==> config.mk <==
export PLATFORM = sky130hd
export DESIGN_NAME = stk_call_seq
export DESIGN_NICKNAME = d
export VERILOG_FILES = /design/src/rtl/stk_seq_pkg.sv /design/src/rtl/stk_seq_ctrl.sv /design/src/rtl/stk_sp_unit.sv /design/src/rtl/stk_pc_unit.sv /design/src/rtl/stk_call_seq.sv
export SDC_FILE = /design/constraint.sdc
export NUM_CORES = 1
export LEC_CHECK = 0
export BUFFER_PORTS_ARGS = -buffer_cell sky130_fd_sc_hd__buf_4
export CAP_MARGIN = 20
export CORE_ASPECT_RATIO = 1.1
export CORE_MARGIN = 2
export CORE_UTILIZATION = 45
export DETAILED_ROUTE_END_ITERATION = 12
export PLACE_DENSITY = 0.78
export SETUP_SLACK_MARGIN = 0.05
export SYNTH_ARGS = -nofsm -noshare
export SYNTH_HDL_FRONTEND = slang
export SYNTH_HIERARCHICAL = 1
export SYNTH_SLANG_ARGS = --single-unit
==> constraint.sdc <==
create_clock -name clk -period 4.3 [get_ports clk]
set_clock_uncertainty 0.2 [all_clocks]
set_input_delay 0.215 -clock clk [delete_from_list [all_inputs] [get_ports clk]]
set_output_delay 0.215 -clock clk [all_outputs]
set_load 0.05 [all_outputs]
==> src/rtl/stk_seq_pkg.sv <==
package stk_seq_pkg;

    localparam int DEF_ADDR_W = 16;
    localparam int DEF_BYTE_W = 8;

    typedef enum logic {
        OP_CALL = 1'b0,
        OP_RET  = 1'b1
    } op_e;

    typedef enum logic {
        MODE_IDX = 1'b0,
        MODE_EXT = 1'b1
    } amode_e;

    typedef enum logic [1:0] {
        ST_IDLE = 2'd0,
        ST_XFER = 2'd1,
        ST_DONE = 2'd2
    } state_e;

    // Length in bytes of the call instruction for a given addressing mode.
    function automatic int call_len(amode_e m);
        return (m == MODE_EXT) ? 3 : 2;
    endfunction

endpackage

==> src/rtl/stk_seq_ctrl.sv <==
module stk_seq_ctrl
    import stk_seq_pkg::*;
#(
    parameter int NBYTES = 2,
    localparam int IDX_W = (NBYTES > 1) ? $clog2(NBYTES) : 1
) (
    input  logic             clk,
    input  logic             rst,
    input  logic             start_i,
    input  logic             op_i,
    output logic             accept_o,
    output logic             xfer_o,
    output logic             last_o,
    output logic             busy_o,
    output logic             done_o,
    output op_e              op_o,
    output logic [IDX_W-1:0] idx_o
);

    state_e           st;
    logic [IDX_W-1:0] idx;
    op_e              op_q;

    assign accept_o = start_i && (st == ST_IDLE);
    assign xfer_o   = (st == ST_XFER);
    assign last_o   = xfer_o && (idx == IDX_W'(NBYTES - 1));
    assign busy_o   = (st != ST_IDLE);
    assign done_o   = (st == ST_DONE);
    assign op_o     = op_q;
    assign idx_o    = idx;

    always_ff @(posedge clk) begin
        if (rst) begin
            st   <= ST_IDLE;
            idx  <= '0;
            op_q <= OP_CALL;
        end else begin
            unique case (st)
                ST_IDLE: if (accept_o) begin
                    st   <= ST_XFER;
                    idx  <= '0;
                    op_q <= op_e'(op_i);
                end
                ST_XFER: begin
                    if (last_o) st <= ST_DONE;
                    else        idx <= idx + 1'b1;
                end
                ST_DONE: st <= ST_IDLE;
                default: st <= ST_IDLE;
            endcase
        end
    end

endmodule

==> src/rtl/stk_sp_unit.sv <==
module stk_sp_unit
    import stk_seq_pkg::*;
#(
    parameter int ADDR_W = DEF_ADDR_W
) (
    input  logic              clk,
    input  logic              rst,
    input  logic              load_i,
    input  logic [ADDR_W-1:0] sp_i,
    input  logic              step_i,
    input  op_e               op_i,
    output logic [ADDR_W-1:0] sp_o,
    output logic [ADDR_W-1:0] addr_o
);

    logic [ADDR_W-1:0] sp_q;
    logic [ADDR_W-1:0] sp_up;

    assign sp_up  = sp_q + 1'b1;
    // Push uses the current pointer; pull pre-increments.
    assign addr_o = (op_i == OP_RET) ? sp_up : sp_q;
    assign sp_o   = sp_q;

    always_ff @(posedge clk) begin
        if (rst) begin
            sp_q <= '0;
        end else if (load_i) begin
            sp_q <= sp_i;
        end else if (step_i) begin
            sp_q <= (op_i == OP_RET) ? sp_up : sp_q - 1'b1;
        end
    end

endmodule

==> src/rtl/stk_pc_unit.sv <==
module stk_pc_unit
    import stk_seq_pkg::*;
#(
    parameter int ADDR_W = DEF_ADDR_W,
    parameter int BYTE_W = DEF_BYTE_W,
    localparam int NBYTES = ADDR_W / BYTE_W,
    localparam int IDX_W  = (NBYTES > 1) ? $clog2(NBYTES) : 1
) (
    input  logic              clk,
    input  logic              rst,
    input  logic              load_i,
    input  logic [ADDR_W-1:0] insn_addr_i,
    input  amode_e            mode_i,
    input  logic              rd_i,
    input  logic              last_i,
    input  logic [IDX_W-1:0]  idx_i,
    input  logic [BYTE_W-1:0] rdata_i,
    output logic [BYTE_W-1:0] wdata_o,
    output logic [ADDR_W-1:0] pc_o
);

    logic [ADDR_W-1:0] ret_q;
    logic [ADDR_W-1:0] stage_q;
    logic [ADDR_W-1:0] stage_nx;
    logic [IDX_W-1:0]  rd_slot;

    // Push order: least significant byte first.
    assign wdata_o = ret_q[idx_i*BYTE_W +: BYTE_W];

    // Pull order: most significant byte first, mirroring the push.
    assign rd_slot = IDX_W'(NBYTES - 1) - idx_i;

    always_comb begin
        stage_nx = stage_q;
        stage_nx[rd_slot*BYTE_W +: BYTE_W] = rdata_i;
    end

    always_ff @(posedge clk) begin
        if (rst) begin
            ret_q   <= '0;
            stage_q <= '0;
            pc_o    <= '0;
        end else begin
            if (load_i) ret_q <= insn_addr_i + ADDR_W'(call_len(mode_i));
            if (rd_i) begin
                stage_q <= stage_nx;
                if (last_i) pc_o <= stage_nx;
            end
        end
    end

endmodule

==> src/rtl/stk_call_seq.sv <==
module stk_call_seq
    import stk_seq_pkg::*;
#(
    parameter int ADDR_W = DEF_ADDR_W,
    parameter int BYTE_W = DEF_BYTE_W
) (
    input  logic              clk,
    input  logic              rst,
    input  logic              start_i,
    input  logic              op_i,
    input  logic              mode_i,
    input  logic [ADDR_W-1:0] insn_addr_i,
    input  logic [ADDR_W-1:0] sp_i,
    output logic              busy_o,
    output logic              done_o,
    output logic [ADDR_W-1:0] sp_o,
    output logic [ADDR_W-1:0] pc_o,
    output logic [ADDR_W-1:0] mem_addr_o,
    output logic [BYTE_W-1:0] mem_wdata_o,
    output logic              mem_we_o,
    output logic              mem_re_o,
    input  logic [BYTE_W-1:0] mem_rdata_i
);

    localparam int NBYTES = ADDR_W / BYTE_W;
    localparam int IDX_W  = (NBYTES > 1) ? $clog2(NBYTES) : 1;

    logic             accept;
    logic             xfer;
    logic             last;
    op_e              op_cur;
    logic [IDX_W-1:0] idx;

    stk_seq_ctrl #(.NBYTES(NBYTES)) u_ctrl (
        .clk      (clk),
        .rst      (rst),
        .start_i  (start_i),
        .op_i     (op_i),
        .accept_o (accept),
        .xfer_o   (xfer),
        .last_o   (last),
        .busy_o   (busy_o),
        .done_o   (done_o),
        .op_o     (op_cur),
        .idx_o    (idx)
    );

    stk_sp_unit #(.ADDR_W(ADDR_W)) u_sp (
        .clk    (clk),
        .rst    (rst),
        .load_i (accept),
        .sp_i   (sp_i),
        .step_i (xfer),
        .op_i   (op_cur),
        .sp_o   (sp_o),
        .addr_o (mem_addr_o)
    );

    assign mem_we_o = xfer && (op_cur == OP_CALL);
    assign mem_re_o = xfer && (op_cur == OP_RET);

    stk_pc_unit #(.ADDR_W(ADDR_W), .BYTE_W(BYTE_W)) u_pc (
        .clk         (clk),
        .rst         (rst),
        .load_i      (accept),
        .insn_addr_i (insn_addr_i),
        .mode_i      (amode_e'(mode_i)),
        .rd_i        (mem_re_o),
        .last_i      (last),
        .idx_i       (idx),
        .rdata_i     (mem_rdata_i),
        .wdata_o     (mem_wdata_o),
        .pc_o        (pc_o)
    );

endmodule

==> results.py <==
metrics = {
    "grt": {
        "grt_max_degree": 70,
        "grt_pass1_vias": 3289,
        "grt_use_total_pct": 21.3,
        "grt-ovfl-total": 0,
        "grt_antenna_before_repair": 0,
        "grt_pass1_wl_um": 15800,
    },
    "status": {
        "status": "finished, final reports clean",
    },
    "timing": {
        "slew_violations": 0,
        "worst_pin_slew_ns": 1.02,
        "fin_crit_sh_pct": 71.2,
        "rsz0062_at_grt": "no",
        "fin_setup_tns_ns": 0,
        "min_period_ns": 3.06,
        "final-setup-viol-count": 0,
        "hold_viol": 0,
        "fmax_mhz": 327,
        "slew_headroom_pct": 32.1,
        "worst_hold_slack_ns": 0.0218,
    },
    "synthesis": {
        "synth-compound-area-share_pct": 13.9,
        "synth_xor_xnor_area_share_pct": 9.85,
        "post-synth-top-area-fraction_pct": 35.6,
        "synthSimpleGateAreaFrac_pct": 23.4,
        "syn_inst": 443,
        "synth_warnings": 6,
        "yosys.area.top_type": "dfxtp_1",
        "synth_top_family_by_area": "simple AND/OR/NAND/NOR gates",
        "synth-seq-area-share_pct": 35.6,
        "yosys.cell_types.count": 52,
        "ys.flop_type": "dfxtp_1",
        "synth_area_sq_um": 3820,
        "syn_area_per_cell_sq_um": 8.63,
        "async_flop_share_pct": 0,
        "synth_fa_ha_area_share_pct": 1.31,
        "synth-seq-cells": 68,
        "yosys-top-cells-area": "dfxtp_1, mux2i_1, a211oi_1, nor2_1, xor2_1",
        "synth.area.mux_share_pct": 10.5,
        "synth_nets": 492,
        "synth_edf_count": 0,
    },
    "cts": {
        "ctsResizeCount": 0,
        "postCtsHoldBufs": 30,
        "root_buffer": "clkbuf_8",
        "path_clk_slew_ns": 0.08,
        "htree_num_levels": 3,
        "cts.sink_count": 68,
        "post_cts_buffers": 0,
        "cts_tree": "yes",
        "cts_max_path_buffers": 2,
        "clk_latency_ns": 0.34,
        "cts_buffers": 9,
    },
    "power_and_ir_drop": {
        "power_density_nw_per_um2": 356,
        "vdd_drop_max_v": 0.000233,
        "power_mw": 1.82,
        "leakagePower_nw": 2.02,
    },
    "drt": {
        "first_pass_iters": 4,
        "wl_um": 10000,
        "wl_met2_um": 4840,
        "highest_layer": "met4",
        "drt-initial-drc-count": 135,
        "wire_per_inst_um": 15.0,
        "vias_per_cell": 5.30,
        "met3_length_um": 511,
        "drc_errors": 0,
        "via_count": 3554,
        "wl_met1_um": 4550,
        "antenna_left": 0,
    },
    "floorplan": {
        "initial_utilization_pct": 45.9,
        "die_w_um": 91.9,
        "coreArea_sq_um": 8320,
        "fp.dieArea_sq_um": 9250,
        "die_y_um": 101,
        "io_pins": 105,
        "num_rows": 35,
    },
    "critical_path": {
        "critPathRequiredTime_ns": 3.88,
        "path_max_fanout": 16,
        "cp_data_arrival_time_ns": 2.64,
        "worstSetupEndpointType": "output port",
        "path_class": "reg2out",
        "cp-start-kind": "flop",
    },
    "final_layout": {
        "layoutNonFillerInstCount": 670,
        "drive_gt1_share_pct": 27.0,
        "insertedDiodeCount": 0,
        "nets": 603,
        "area_delta_synth_final_pct": 33.6,
    },
    "place": {
        "dp_cells": 624,
        "dp_hpwl_um": 6800,
        "numPortBuffers": 104,
        "gp_congestion": 0.903,
    },
    "flow_run": {
        "cap_violations": 0,
    },
    "worst_hold_path": {
        "hp-class": "in2reg",
    },
}
-- layout make-up --
class / count / area, sq um
clock buffers: 9 / 124
clock inverters: 7 / 82.6
fillers: 745 / 3210
inverters: 12 / 45.0
multi-input cells: 327 / 2260
flip-flops and latches: 68 / 1360
well taps: 111 / 139
repair buffers: 136 / 1100
-- final timing paths --
path                   startpoint         endpoint  slack [ns]  cells after the start
setup reg to reg     u_ctrl/st[0]    u_pc/pc_o[11]        1.56                      6
setup / recovery      u_ctrl/op_o   mem_addr_o[15]        1.24                      5
hold / removal    insn_addr_i[14]   u_pc/ret_q[14]        0.02                      3
hold reg to reg   u_pc/stage_q[3]  u_pc/stage_q[3]        0.26                      2
-- cells in the final DEF (no fill, tap or decap), types with 21 or more instances in the layout --
cell type | synthesis | layout
xor2_1 | 22 | 22
xnor2_1 | 21 | 21
buf_4 | 0 | 106
dfxtp_1 | 68 | 67
nor2_1 | 58 | 58
a211oi_1 | 34 | 34
mux2i_1 | 31 | 31
dlygate4sd3_1 | 0 | 30
nand2_1 | 31 | 31
-- cells by family (layout without fill, tap and decap cells) --
| kind of cell | Yosys count | after routing |
|---|---|---|
| AOI/OAI and AO/OA | 76 | 76 |
| xor gates and xnor gates | 43 | 43 |
| adders and majority gates | 4 | 4 |
| buffers and inverters | 48 | 164 |
| DFF | 68 | 68 |
| muxes | 39 | 39 |
| and+or+nand+nor | 165 | 165 |
-- state kept, by name, indices dropped and copies added, names as in the netlist --
register	flops
u_ctrl/idx_o	1
u_ctrl/op_o	1
u_ctrl/st	2
u_pc/pc_o	16
u_pc/ret_q	16
u_pc/stage_q	16
u_sp/sp_o	16
-- worst max-delay path: stages (launching register included) --
cell and delay (ns):
dfxtp_1 0.64, nand4_1 0.45, nor4_2 0.59, nand2_1 0.21
xnor2_1 0.18, buf_4 0.22
-- power breakdown --
part	switching [mW]	leakage, nW	internal, mW	total, mW
combinational	0.322	1.36	0.210	0.533
sequential	0.0624	0.556	0.664	0.727
clock	0.280	0.0988	0.278	0.558
total	0.665	2.02	1.15	1.82
-- metrics by stage --
step	utilization [%]	cell area [sq um]	setup WS, ns
6_report	61.4	5110	1.24
3_3_place_gp	55.3	4600	1.61
2_1_floorplan	-	3820	1.25
3_5_place_dp	55.3	4600	1.62
4_1_cts	61.4	5110	1.23
5_1_grt	61.4	5110	1.02
-- cell usage after synthesis (11+ instances only) --
cell and n:
dfxtp_1 68, nor2_1 58, a211oi_1 34, mux2i_1 31, nand2_1 31, clkbuf_1 22, xor2_1 22, xnor2_1 21
a21oi_1 15, nand3_1 15, inv_1 12, nor3_1 11
-- layer usage --
layer,up-vias,track usage [%]
li1,1786,-
met1,1649,27.0
met2,110,36.8
met5,-,0
met4,0,8.50
met3,9,3.07
Note: power is estimated with default switching activity, not from simulation.
